**config.mk**
```make
export PLATFORM = sky130hd
export DESIGN_NAME = burst_col_seq
export DESIGN_NICKNAME = d
export VERILOG_FILES = /design/src/rtl/burst_col_seq_pkg.sv /design/src/rtl/burst_len_decode.sv /design/src/rtl/beat_counter.sv /design/src/rtl/col_addr_gen.sv /design/src/rtl/burst_col_seq.sv
export SDC_FILE = /design/constraint.sdc
export NUM_CORES = 1
export LEC_CHECK = 0
export BUFFER_PORTS_ARGS = -buffer_cell sky130_fd_sc_hd__buf_2
export CORE_ASPECT_RATIO = 0.8
export CORE_MARGIN = 4
export CORE_UTILIZATION = 34
export CTS_CLUSTER_DIAMETER = 40
export DETAILED_ROUTE_END_ITERATION = 7
export SETUP_SLACK_MARGIN = 0.5
export SYNTH_ARGS = -nofsm -noshare
export SYNTH_HDL_FRONTEND = slang
export SYNTH_SLANG_ARGS = --single-unit
export TNS_END_PERCENT = 100
```
**constraint.sdc**
```tcl
create_clock -name clk_i -period 3.2 [get_ports clk_i]
set_input_delay 0.64 -clock clk_i [delete_from_list [all_inputs] [get_ports clk_i]]
set_output_delay 0.64 -clock clk_i [all_outputs]
set_load 0.01 [all_outputs]
```
**src/rtl/burst_col_seq_pkg.sv**
```systemverilog
package burst_col_seq_pkg;
  localparam int unsigned SLOT_BEATS = 8;
  localparam int unsigned BEAT_W     = $clog2(SLOT_BEATS);
  localparam int unsigned CHOP_BEATS = SLOT_BEATS / 2;

  typedef enum logic [1:0] {
    BL_FIX8 = 2'b00,
    BL_OTF  = 2'b01,
    BL_FIX4 = 2'b10,
    BL_RSVD = 2'b11
  } bl_mode_e;

  typedef struct packed {
    logic chop;
    logic err;
  } bl_sel_t;
endpackage

```
**src/rtl/burst_len_decode.sv**
```systemverilog
module burst_len_decode
  import burst_col_seq_pkg::*;
(
  input  logic [1:0] mode_i,
  input  logic       otf_sel_i,
  output bl_sel_t    sel_o
);
  bl_mode_e mode;
  assign mode = bl_mode_e'(mode_i);

  always_comb begin
    sel_o = '0;
    unique case (mode)
      BL_FIX8: sel_o.chop = 1'b0;
      BL_OTF:  sel_o.chop = ~otf_sel_i;
      BL_FIX4: sel_o.chop = 1'b1;
      BL_RSVD: sel_o.err  = 1'b1;  // reserved: run full length, flag it
      default: sel_o = '0;
    endcase
  end
endmodule

```
**src/rtl/beat_counter.sv**
```systemverilog
module beat_counter #(
  parameter int unsigned BEATS = 8,
  localparam int unsigned CW   = $clog2(BEATS)
) (
  input  logic          clk_i,
  input  logic          rst_ni,
  input  logic          load_i,
  output logic          active_o,
  output logic [CW-1:0] beat_o
);
  localparam logic [CW-1:0] LAST = CW'(BEATS - 1);

  always_ff @(posedge clk_i or negedge rst_ni) begin
    if (!rst_ni) begin
      active_o <= 1'b0;
      beat_o   <= '0;
    end else if (load_i) begin
      active_o <= 1'b1;
      beat_o   <= '0;
    end else if (active_o) begin
      if (beat_o == LAST) begin
        active_o <= 1'b0;
        beat_o   <= '0;
      end else begin
        beat_o <= beat_o + 1'b1;
      end
    end
  end
endmodule

```
**src/rtl/col_addr_gen.sv**
```systemverilog
module col_addr_gen
  import burst_col_seq_pkg::*;
#(
  parameter int unsigned COL_W = 10
) (
  input  logic [COL_W-1:0]  start_col_i,
  input  logic              chop_i,
  input  logic              interleave_i,
  input  logic [BEAT_W-1:0] beat_i,
  output logic [COL_W-1:0]  col_o
);
  localparam int unsigned W8 = BEAT_W;
  localparam int unsigned W4 = BEAT_W - 1;

  logic [W8-1:0] off8;
  logic [W4-1:0] off4;

  always_comb begin
    off8 = interleave_i ? (start_col_i[W8-1:0] ^ beat_i)
                        : (start_col_i[W8-1:0] + beat_i);
    off4 = interleave_i ? (start_col_i[W4-1:0] ^ beat_i[W4-1:0])
                        : (start_col_i[W4-1:0] + beat_i[W4-1:0]);
    col_o = start_col_i;
    if (chop_i) col_o[W4-1:0] = off4;
    else        col_o[W8-1:0] = off8;
  end
endmodule

```
**src/rtl/burst_col_seq.sv**
```systemverilog
module burst_col_seq
  import burst_col_seq_pkg::*;
#(
  parameter int unsigned COL_W = 10
) (
  input  logic             clk_i,
  input  logic             rst_ni,
  input  logic             start_i,
  input  logic [1:0]       bl_mode_i,
  input  logic             otf_sel_i,
  input  logic             interleave_i,
  input  logic [COL_W-1:0] col_i,
  output logic             busy_o,
  output logic             beat_valid_o,
  output logic [COL_W-1:0] col_o,
  output logic             last_o,
  output logic             chop_o,
  output logic             bl8_o,
  output logic             mode_err_o
);
  localparam logic [BEAT_W-1:0] LAST_FULL = BEAT_W'(SLOT_BEATS - 1);
  localparam logic [BEAT_W-1:0] LAST_CHOP = BEAT_W'(CHOP_BEATS - 1);

  bl_sel_t           sel_d, sel_q;
  logic [COL_W-1:0]  start_col_q, gen_col;
  logic              il_q, active, accept;
  logic [BEAT_W-1:0] beat;

  assign accept = start_i & ~active;

  burst_len_decode u_dec (
    .mode_i   (bl_mode_i),
    .otf_sel_i(otf_sel_i),
    .sel_o    (sel_d)
  );

  always_ff @(posedge clk_i or negedge rst_ni) begin
    if (!rst_ni) begin
      sel_q       <= '0;
      start_col_q <= '0;
      il_q        <= 1'b0;
    end else if (accept) begin
      sel_q       <= sel_d;
      start_col_q <= col_i;
      il_q        <= interleave_i;
    end
  end

  beat_counter #(.BEATS(SLOT_BEATS)) u_cnt (
    .clk_i   (clk_i),
    .rst_ni  (rst_ni),
    .load_i  (accept),
    .active_o(active),
    .beat_o  (beat)
  );

  col_addr_gen #(.COL_W(COL_W)) u_gen (
    .start_col_i (start_col_q),
    .chop_i      (sel_q.chop),
    .interleave_i(il_q),
    .beat_i      (beat),
    .col_o       (gen_col)
  );

  // chop: only the first half of the slot carries data
  assign beat_valid_o = active & (~sel_q.chop | (beat < BEAT_W'(CHOP_BEATS)));
  assign last_o       = active & (sel_q.chop ? (beat == LAST_CHOP) : (beat == LAST_FULL));
  assign col_o        = beat_valid_o ? gen_col : '0;
  assign busy_o       = active;
  assign chop_o       = active & sel_q.chop;
  assign bl8_o        = active & ~sel_q.chop;
  assign mode_err_o   = active & sel_q.err;
endmodule

```
==> results by group, run 1 <==
Global routing
  • Largest net degree at the start of global routing: 18
  • Initial antenna violation count: 0
  • First-pass GRT wire length: 3310 um
  • Number of global-route vias before repair: 757
  • GRT overflow: 0
  • Total track usage: 11.5%

Placed design
  • DP Wirelength: 1420 um
  • Placed Instance Area: 1160 sq um
  • Final Wtd Congestion: 0.809
  • Post-Place Setup Slack: 0.739 ns
  • Post-Place Cells: 154
  • Buffers on Ports: 32

Floorplan
  • Die Area: 3780 sq um
  • Core Box Area: 2740 sq um
  • Site Rows: 17
  • Die Span Y: 55.8 um
  • Ports: 33
  • Width of the die: 67.8 um
  • Initial Utilization: 35.4%

Yosys
  • Post-Synth Adder-Cell Area: 12.4%
  • Complex-gate fraction of the synthesized area: 10.2%
  • Syn. warnings: 0
  • Xor/xnor share of the synthesized area: 0%
  • Mapped Cells: 87
  • Post-Synth Simple-Gate Area: 14.3%
  • Unique masters post-synth: 26
  • Largest family of logic cells by synthesized area: simple AND/OR/NAND/NOR gates
  • Post-Syn Nets: 113
  • #FFs+latches synth: 17
  • Multiplexer share of the synthesized area: 13.8%
  • Register area share after synthesis: 43.8%
  • Mapped Avg Cell Area: 11.2 sq um
  • Post-Syn Area: 972 sq um

Finish
  • Fillers: 264
  • Most frequent cells in the layout: buf_2, dfrtp_1, and2_1, mux2_2
  • Commonest non-fill, non-tap cell in the layout: buf_2
  • Ant. Diodes: 0
  • Final #Nets: 149
  • Final instance count without filler cells: 160
  • Finished Core Util: 44.2%
  • Layout cell share with drive strength beyond 1: 45.1%
  • Post-route cell area: 1210 sq um
  • Syn-to-layout area delta: 24.7%

Timing
  • Tcrit/Tclk final: 82.9%
  • Final hold slack: 0.249 ns
  • Slew @ Worst Pin: 0.393 ns
  • Clock skew: 0.00487 ns
  • Setup-failing EPs final: 0
  • Final Hold Fails: 0
  • Fin Setup TNS: 0 ns
  • Fmax: 377 MHz
  • RSZ-0062 raised after global routing: yes
  • Final Max Tran Viols: 0
  • Slew Limit Headroom: 73.8%
  • Final setup margin: 0.548 ns
  • Min cycle time layout: 2.65 ns

Detailed routing
  • Final wirelength: 1910 um
  • TritonRoute pass-1 iters: 4
  • Vias/cell: 4.60
  • Iter 0 DRT Violations: 15
  • Vias: 736
  • Antenna Nets Post-Route: 0
  • DRC Markers: 0
  • WL/cell: 12.0 um

Setup path
  • Crit path capture type: output pin
  • Critical path class: reg2out
  • Req. time, crit path: 2.56 ns
  • Worst-path maximum fanout: 3
  • WP data arrival: 2.01 ns
  • CP startpoint kind: flip-flop

Clock tree
  • H-tree depth: 1
  • CTS tree: done
  • Clk sinks: 17
  • CTS Root Buffer Type: clkbuf_4
  • CTS buffer count: 3
  • Clock Pin Slew Worst Setup and Hold Paths: 0.10 ns
  • Skew-Pair Late Insertion Delay: 0.29 ns
  • Clock buffer depth: 2

Status
  • Status: completed

Pwr
  • Combinational share of power: 56.3%
  • Clock network power share: 9.2%
  • Largest vdd supply drop: 0.000266 V
  • P per Cell Area: 1030 nW/um^2
  • Leakage: 0.602 nW
  • Sw Share: 40.3%
  • Reg power frac: 34.5%
  • Total power draw: 1.24 mW
  • Power Internal: 0.743 mW
  • NetSw: 0.501 mW

Job
  • MaxCap Viol Count: 0

Min path
  • Min-delay worst type: in2async
cell type report:
class	instances	area [sq um]	share of cell area, %
well taps	38	47.5	3.92
clock buffers	3	22.5	1.86
flip-flops and latches	17	425	35.1
clock inverters	1	5.00	0.413
repair buffers	35	183	15.1
multi-input cells	58	499	41.2
inverters	8	30.0	2.48
what timing repair did:
item | CTS | global route
gates cloned | 0 | 0
resized for setup | 2 | 1
pin swaps | 0 | 3
endpoints found under the setup margin | 1 | 1
hold buffers | 0 | 0
setup buffers | 1 | 1
cell usage after synthesis:
master / n / area [sq um]
a211oi_2: 1 / 12.5
or3_1: 1 / 6.26
dfrtp_1: 17 / 425
mux2i_1: 1 / 10.0
buf_2: 2 / 10.0
mux2_2: 11 / 124
a21boi_2: 1 / 11.3
nand2_1: 3 / 11.3
inv_1: 8 / 30.0
buf_6: 1 / 11.3
nor2b_1: 3 / 18.8
a22o_1: 1 / 8.76
o21ai_0: 3 / 15.0
a21oi_1: 2 / 10.0
fa_1: 1 / 20.0
and2_1: 11 / 68.8
nor2_1: 3 / 11.3
nand2b_1: 2 / 12.5
o31a_1: 1 / 8.76
clkbuf_1: 1 / 3.75
o32ai_1: 1 / 8.76
and4_2: 1 / 10.0
ha_1: 8 / 100
o31ai_1: 1 / 7.51
o311a_1: 1 / 10.0
o22ai_1: 1 / 6.26
logic make-up after synthesis:
kind of cell / count (synthesis)
compound gates: 13
fa+ha+maj: 9
buf+inv: 12
flops: 17
mux: 12
simple gates: 24
worst max-delay path, cell delays in order, from the launching register on:
cell and delay (ns):
dfrtp_1 0.36, ha_1 0.15, inv_1 0.05, fa_2 0.38
or3_4 0.34, a211oi_2 0.18, o31a_1 0.13, buf_2 0.12
power groups by stage:
stage          combinational, mW  clock [mW]  sequential, mW
2_1_floorplan              0.488           0           0.388
3_3_place_gp               0.664           0           0.428
6_report                   0.700       0.115           0.428
4_1_cts                    0.703       0.121           0.429
5_1_grt                    0.788       0.129           0.452
3_5_place_dp               0.674           0           0.435
worst paths after layout:
kind / start / end / depth (start not counted) / slack, ns
worst max register to register: u_cnt.active_o$_DFF_PN0_ / start_col_q[7]$_DFFE_PN0P_ / 3 / 1.62
worst min-delay path: rst_ni / sel_q[1]$_DFFE_PN0P_ / 1 / 0.25
worst min register to register: start_col_q[9]$_DFFE_PN0P_ / start_col_q[9]$_DFFE_PN0P_ / 1 / 0.51
min in group clk_i: start_col_q[9]$_DFFE_PN0P_ / start_col_q[9]$_DFFE_PN0P_ / 1 / 0.51
max in group asynchronous: rst_ni / start_col_q[9]$_DFFE_PN0P_ / 1 / 2.67
worst max-delay path: start_col_q[0]$_DFFE_PN0P_ / col_o[2] / 7 / 0.55
per-layer routing:
layer  share of wire [%]  GRT usage [%]  up-vias
met5                   0              0        -
li1                    -              -      364
met3                 5.6           2.83        4
met1                  48           15.8      350
met4                 2.2           5.95        0
met2                  44           16.4       18
sequential cells by signal, summed over array words and instances (netlist names):
name / flops
sel_q: 2
start_col_q: 10
u_cnt.active_o: 1
u_cnt.beat_o: 3
il_q: 1
(Power assumes the default switching activity.)
==> inputs of run 2 (changes only) <==
clock period = 2.3 ns   (was 3.2 ns; I/O delays follow)
==> results by group, run 2 (synthesis gave the netlist of run 1 again) <==
Timing
  • Setup-failing EPs final: 1 (was 0)
  • Final Hold Fails: 0 (unchanged)
  • Tcrit/Tclk final: 107%
  • Slew Limit Headroom: 74.2% (was 73.8%)
  • RSZ-0062 raised after global routing: yes (unchanged)
  • Fmax: 406 MHz
  • Min cycle time layout: 2.46 ns
  • Final setup margin: -0.163 ns (was 0.548 ns)
  • Final Max Tran Viols: 0 (unchanged)
  • Clock skew: 0.0101 ns (was 0.00487 ns)
  • Final hold slack: 0.0674 ns (was 0.249 ns)
  • Slew @ Worst Pin: 0.387 ns (was 0.393 ns)

Pwr
  • P per Cell Area: 1440 nW/um^2 (was 1030 nW/um^2)
  • Clock network power share: 8.8% (was 9.2%)
  • Power Internal: 1.10 mW (was 0.743 mW)
  • Leakage: 0.620 nW (was 0.602 nW)
  • Reg power frac: 33.1% (was 34.5%)
  • Sw Share: 40.7% (was 40.3%)
  • Combinational share of power: 58.1% (was 56.3%)
  • NetSw: 0.752 mW (was 0.501 mW)
  • Largest vdd supply drop: 0.000351 V (was 0.000266 V)

Setup path
  • Worst-path maximum fanout: 4 (was 3)
  • WP data arrival: 2.00 ns (was 2.01 ns)
  • Critical path class: reg2out (unchanged)
  • CP startpoint kind: flip-flop (unchanged)
  • R2r setup slk: 0.87 ns (was 1.62 ns)
  • Req. time, crit path: 1.84 ns (was 2.56 ns)
  • Reg2reg path depth: 4 (was 3)
  • Crit path capture type: output pin (unchanged)
  • Worst r2r dst: start_col_q[3]$_DFFE_PN0P_ (was start_col_q[7]$_DFFE_PN0P_)
  • RR Startpoint: u_cnt.active_o$_DFF_PN0_ (unchanged)

Floorplan
  • Site Rows: 17 (unchanged)
  • Core Box Area: 2740 sq um (unchanged)
  • Initial Utilization: 35.4% (unchanged)
  • Die Area: 3780 sq um (unchanged)
  • Die Span Y: 55.8 um (unchanged)
  • Width of the die: 67.8 um (unchanged)
  • Ports: 33 (unchanged)

Finish
  • Ant. Diodes: 0 (unchanged)
  • Top Registers: start_col_q (10), u_cnt.beat_o (3), sel_q (2) (unchanged)
  • Layout cell share with drive strength beyond 1: 52.4% (was 45.1%)
  • Commonest non-fill, non-tap cell in the layout: buf_2 (unchanged)
  • Syn-to-layout area delta: 31.7% (was 24.7%)
  • Max reg flops: 10 (unchanged)
  • Post-route cell area: 1280 sq um (was 1210 sq um)
  • Final #Nets: 151 (was 149)
  • Most flops, register: start_col_q (unchanged)
  • Most frequent cells in the layout: buf_2, dfrtp_1, and2_1, mux2_2, inv_1 (was buf_2, dfrtp_1, and2_1, mux2_2)

Clock tree
  • Clock Pin Slew Worst Setup and Hold Paths: 0.11 ns (was 0.10 ns)
  • Skew-Pair Late Insertion Delay: 0.29 ns (about the same)
  • Clock buffer depth: 2 (unchanged)
  • Clk sinks: 17 (unchanged)
  • CTS tree: done (unchanged)
  • CTS Root Buffer Type: clkbuf_4 (unchanged)
  • CTS buffer count: 3 (unchanged)
  • H-tree depth: 1 (unchanged)

Placed design
  • DP Wirelength: 1540 um (was 1420 um)
  • Final Wtd Congestion: 0.800 (was 0.809)
  • Placed Instance Area: 1170 sq um (was 1160 sq um)
  • Buffers on Ports: 32 (unchanged)

Detailed routing
  • Top sig layer: met4 (unchanged)
  • Final wirelength: 2090 um (was 1910 um)
  • DRC Markers: 0 (unchanged)
  • Antenna Nets Post-Route: 0 (unchanged)
  • Met3 routed WL: 109 um (was 108 um)
  • Wl on met1: 1000 um (was 914 um)
  • TritonRoute pass-1 iters: 2 (was 4)
  • Iter 0 DRT Violations: 3 (was 15)
  • Vias/cell: 4.75 (was 4.60)
  • Vias: 770 (was 736)
  • Met2 wire len: 948 um (was 845 um)
  • WL/cell: 12.9 um (was 12.0 um)

Status
  • Violated checks: negative setup slack
  • Status: finished, violations left (was completed)

Global routing
  • Initial antenna violation count: 0 (unchanged)
  • GRT overflow: 0 (unchanged)
  • Largest net degree at the start of global routing: 18 (unchanged)
  • First-pass GRT wire length: 3440 um (was 3310 um)
  • Total track usage: 12.0% (was 11.5%)
  • Number of global-route vias before repair: 741 (was 757)

Job
  • MaxCap Viol Count: 0 (unchanged)

Min path
  • Min-delay worst type: in2async (unchanged)
-- run 2: how the worst max path moves through the flow --
stage | start | end | slack, ns | depth (start not counted)
floorplan | u_cnt.beat_o[0]$_DFFE_PN0P_ | col_o[2] | 0.24 | 6
global placement | u_cnt.beat_o[0]$_DFFE_PN0P_ | col_o[2] | 0.14 | 7
detailed placement | u_cnt.beat_o[0]$_DFFE_PN0P_ | col_o[2] | 0.09 | 7
CTS | start_col_q[0]$_DFFE_PN0P_ | col_o[2] | -0.20 | 7
global route | start_col_q[0]$_DFFE_PN0P_ | col_o[2] | -0.30 | 7
finish | start_col_q[0]$_DFFE_PN0P_ | col_o[2] | -0.16 | 7
-- run 2: critical path, cell delays in order (launching register included) --
cell	delay (ns)
dfrtp_1	0.37
ha_2	0.17
inv_2	0.04
fa_2	0.36
or3_4	0.34
a211oi_2	0.18
o31a_1	0.13
buf_2	0.12
-- run 2: final cells by class --
class | instances | area, sq um
timing repair buffer | 36 | 190
tap | 38 | 47.5
clock buffer | 3 | 22.5
clock inverter | 1 | 5.00
multi-input combinational | 59 | 556
fill | 265 | 1460
inverter | 8 | 30.0
sequential | 17 | 429
-- run 2: routing by layer --
layer / vias up / global-route usage [%]
met5: - / 0
met4: 0 / 5.10
met3: 2 / 2.42
met2: 19 / 18.3
met1: 382 / 16.2
li1: 367 / -
-- run 2: metrics by stage --
stage          std cells  power, mW  setup WS [ns]  setup TNS, ns  utilization, %
6_report             162       1.85         -0.163         -0.163            46.6
5_1_grt              162       2.02         -0.298         -0.298            46.6
4_1_cts              162       1.85         -0.197         -0.197            46.0
3_5_place_dp         155       1.56         0.0910              0            42.7
3_3_place_gp         155       1.54          0.143              0            42.7
2_1_floorplan         87       1.22          0.244              0               -
-- run 2: what timing repair did --
item                       CTS  global route
pin swaps                    1             2
cloned                       1             0
setup endpoints to repair   12            11
hold buffers                 0             0
gates resized for setup      9             5
setup buffers                2             0
-- run 2: power by group through the flow --
stage | logic, mW | registers, mW | clock network [mW]
global placement | 0.939 | 0.598 | 0
CTS | 1.07 | 0.605 | 0.172
floorplan | 0.682 | 0.540 | 0
global route | 1.19 | 0.638 | 0.186
finish | 1.07 | 0.612 | 0.163
detailed placement | 0.960 | 0.604 | 0
==> inputs of run 3 (changes only) <==
ABC_CLOCK_PERIOD_IN_PS = 2300   (was default)
CELL_PAD_IN_SITES_DETAIL_PLACEMENT = 0   (was default)
CELL_PAD_IN_SITES_GLOBAL_PLACEMENT = 1   (was default)
CORE_UTILIZATION = 33   (was 34)
PLACE_DENSITY_LB_ADDON = 0.1   (was default)
==> results by group, run 3 (synthesis gave the netlist of run 1 again) <==
Detailed routing
  • WL/cell: 12.9 um (about the same)
  • Vias/cell: 4.59 (was 4.75)
  • Final wirelength: 2150 um (was 2090 um)
  • Iter 0 DRT Violations: 8 (was 3)
  • DRC Markers: 0 (unchanged)
  • TritonRoute pass-1 iters: 3 (was 2)
  • Antenna Nets Post-Route: 0 (unchanged)
  • Vias: 767 (was 770)

Finish
  • Syn-to-layout area delta: 37.5% (was 31.7%)
  • Sequential cell area: 429 sq um (unchanged)
  • Most flops, register: start_col_q (unchanged)
  • Finished Core Util: 48.0% (was 46.6%)
  • Max reg flops: 10 (unchanged)
  • Ant. Diodes: 0 (unchanged)
  • Commonest non-fill, non-tap cell in the layout: buf_2 (unchanged)
  • Final instance count without filler cells: 167 (was 162)
  • Post-route cell area: 1340 sq um (was 1280 sq um)
  • Layout cell share with drive strength beyond 1: 53.5% (was 52.4%)
  • Top Registers: start_col_q (10), u_cnt.beat_o (3), sel_q (2) (unchanged)
  • Most frequent cells in the layout: buf_2, dfrtp_1, mux2_2 (was buf_2, dfrtp_1, and2_1, mux2_2, inv_1)
  • Multi-input gate area: 536 sq um (was 556 sq um)
  • Fillers: 278 (was 265)
  • Final #Nets: 156 (was 151)

Timing
  • Clock skew: 0.000845 ns (was 0.0101 ns)
  • Fin Setup TNS: -0.105 ns (was -0.163 ns)
  • Min cycle time layout: 2.41 ns (was 2.46 ns)
  • Tcrit/Tclk final: 105% (was 107%)
  • Slew Limit Headroom: 73.2% (was 74.2%)
  • Setup-failing EPs final: 1 (unchanged)
  • Slew @ Worst Pin: 0.402 ns (was 0.387 ns)
  • Final setup margin: -0.105 ns (was -0.163 ns)
  • Fmax: 416 MHz (was 406 MHz)
  • RSZ-0062 raised after global routing: yes (unchanged)
  • Final Max Tran Viols: 0 (unchanged)
  • Final Hold Fails: 0 (unchanged)

Pwr
  • Clock network power share: 11.2% (was 8.8%)
  • Total power draw: 2.01 mW (was 1.85 mW)
  • Combinational share of power: 59.4% (was 58.1%)
  • NetSw: 0.764 mW (was 0.752 mW)
  • Largest vdd supply drop: 0.000516 V (was 0.000351 V)
  • Power Internal: 1.24 mW (was 1.10 mW)
  • Reg power frac: 29.4% (was 33.1%)
  • Leakage: 0.664 nW (was 0.620 nW)
  • P per Cell Area: 1500 nW/um^2 (was 1440 nW/um^2)
  • Sw Share: 38.1% (was 40.7%)

Floorplan
  • Initial Utilization: 34.9% (was 35.4%)
  • Ports: 33 (unchanged)
  • Site Rows: 17 (unchanged)
  • Width of the die: 68.7 um (was 67.8 um)
  • Die Area: 3880 sq um (was 3780 sq um)
  • Die Span Y: 56.5 um (was 55.8 um)
  • Core Box Area: 2790 sq um (was 2740 sq um)

Setup path
  • Reg2reg path depth: 4 (unchanged)
  • R2r setup slk: 0.68 ns (was 0.87 ns)
  • Worst-path maximum fanout: 4 (unchanged)
  • Worst r2r dst: start_col_q[3]$_DFFE_PN0P_ (unchanged)
  • CP startpoint kind: flip-flop (unchanged)
  • Critical path class: reg2out (unchanged)
  • Req. time, crit path: 1.84 ns (about the same)
  • Crit path capture type: output pin (unchanged)
  • WP data arrival: 1.95 ns (was 2.00 ns)
  • Capture point of the worst path: col_o[2] (unchanged)
  • RR Startpoint: u_cnt.active_o$_DFF_PN0_ (unchanged)
  • Setup crit start: start_col_q[0]$_DFFE_PN0P_ (unchanged)

Clock tree
  • Skew-Pair Late Insertion Delay: 0.25 ns (was 0.29 ns)
  • CTS Root Buffer Type: clkbuf_8 (was clkbuf_4)
  • Clk sinks: 17 (unchanged)
  • Clock Pin Slew Worst Setup and Hold Paths: 0.07 ns (was 0.11 ns)
  • CTS tree: done (unchanged)
  • Clock buffer depth: 2 (unchanged)
  • CTS buffer count: 3 (unchanged)
  • H-tree depth: 1 (unchanged)
  • Hold bufs inserted after CTS: 0 (unchanged)

Global routing
  • Initial antenna violation count: 0 (unchanged)
  • Number of global-route vias before repair: 748 (was 741)
  • Total track usage: 12.4% (was 12.0%)
  • Largest net degree at the start of global routing: 18 (unchanged)
  • First-pass GRT wire length: 3470 um (was 3440 um)
  • GRT overflow: 0 (unchanged)

Status
  • Status: finished, violations left (unchanged)
  • Violated checks: negative setup slack (unchanged)

Placed design
  • Placed Instance Area: 1160 sq um (was 1170 sq um)
  • Final Wtd Congestion: 0.694 (was 0.800)
  • Buffers on Ports: 32 (unchanged)
  • Post-Place Cells: 154 (was 155)
  • DP Wirelength: 1470 um (was 1540 um)

Job
  • MaxCap Viol Count: 0 (unchanged)

Min path
  • Min-delay worst type: in2async (unchanged)
## run 3: worst max-delay path, cell delays in order, from the launching register on
cell and delay, ns:
dfrtp_1 0.36, ha_1 0.15, inv_1 0.05, fa_2 0.36, or3_4 0.34, a211oi_2 0.18
o31a_1 0.14, buf_2 0.12
## run 3: stage by stage
step                      worst slack (ns)  hold slack, ns
after floorplan                      0.244           0.164
after global placement               0.119           0.416
after detailed placement            0.0772           0.418
after CTS                           -0.163           0.131
after global routing                -0.232           0.141
final                               -0.105           0.125
## run 3: layout make-up
type / instances / share of cell area, %
Multi-Input combinational cell: 59 / 40.1
Sequential cell: 17 / 32.1
Timing Repair Buffer: 41 / 18.5
Tap cell: 38 / 3.56
Clock buffer: 3 / 3.09
Inverter: 8 / 2.25
Clock inverter: 1 / 0.375
## run 3: metal layers
layer  GRT usage, %  up-vias  share of wire [%]
met1           15.8      367                 47
met2           19.6       19                 45
met4           3.40        0               0.88
li1               -      377                  -
met5              0        -                  0
met3           4.20        4                6.5
## run 3: what timing repair did
action,CTS,global route
setup buffers,3,5
pin swaps,0,8
setup endpoints to repair,12,8
resized for setup,6,9
gates cloned,1,0
## run 3: worst min path at each step
stage	end	depth (start not counted)	slack, ns	from
after global routing	il_q$_DFFE_PN0P_	1	0.14	rst_ni
final	start_col_q[1]$_DFFE_PN0P_	1	0.12	rst_ni
after global placement	start_col_q[1]$_DFFE_PN0P_	1	0.42	rst_ni
after CTS	u_cnt.beat_o[1]$_DFFE_PN0P_	1	0.13	rst_ni
after detailed placement	start_col_q[1]$_DFFE_PN0P_	1	0.42	rst_ni
after floorplan	il_q$_DFFE_PN0P_	0	0.16	rst_ni
## run 3: power by group through the flow
stage	Combinational [mW]	Clock (mW)	Sequential, mW
detailed placement	0.948	0	0.605
floorplan	0.682	0	0.540
global route	1.34	0.250	0.613
finish	1.19	0.224	0.590
global placement	0.942	0	0.599
CTS	1.05	0.237	0.597
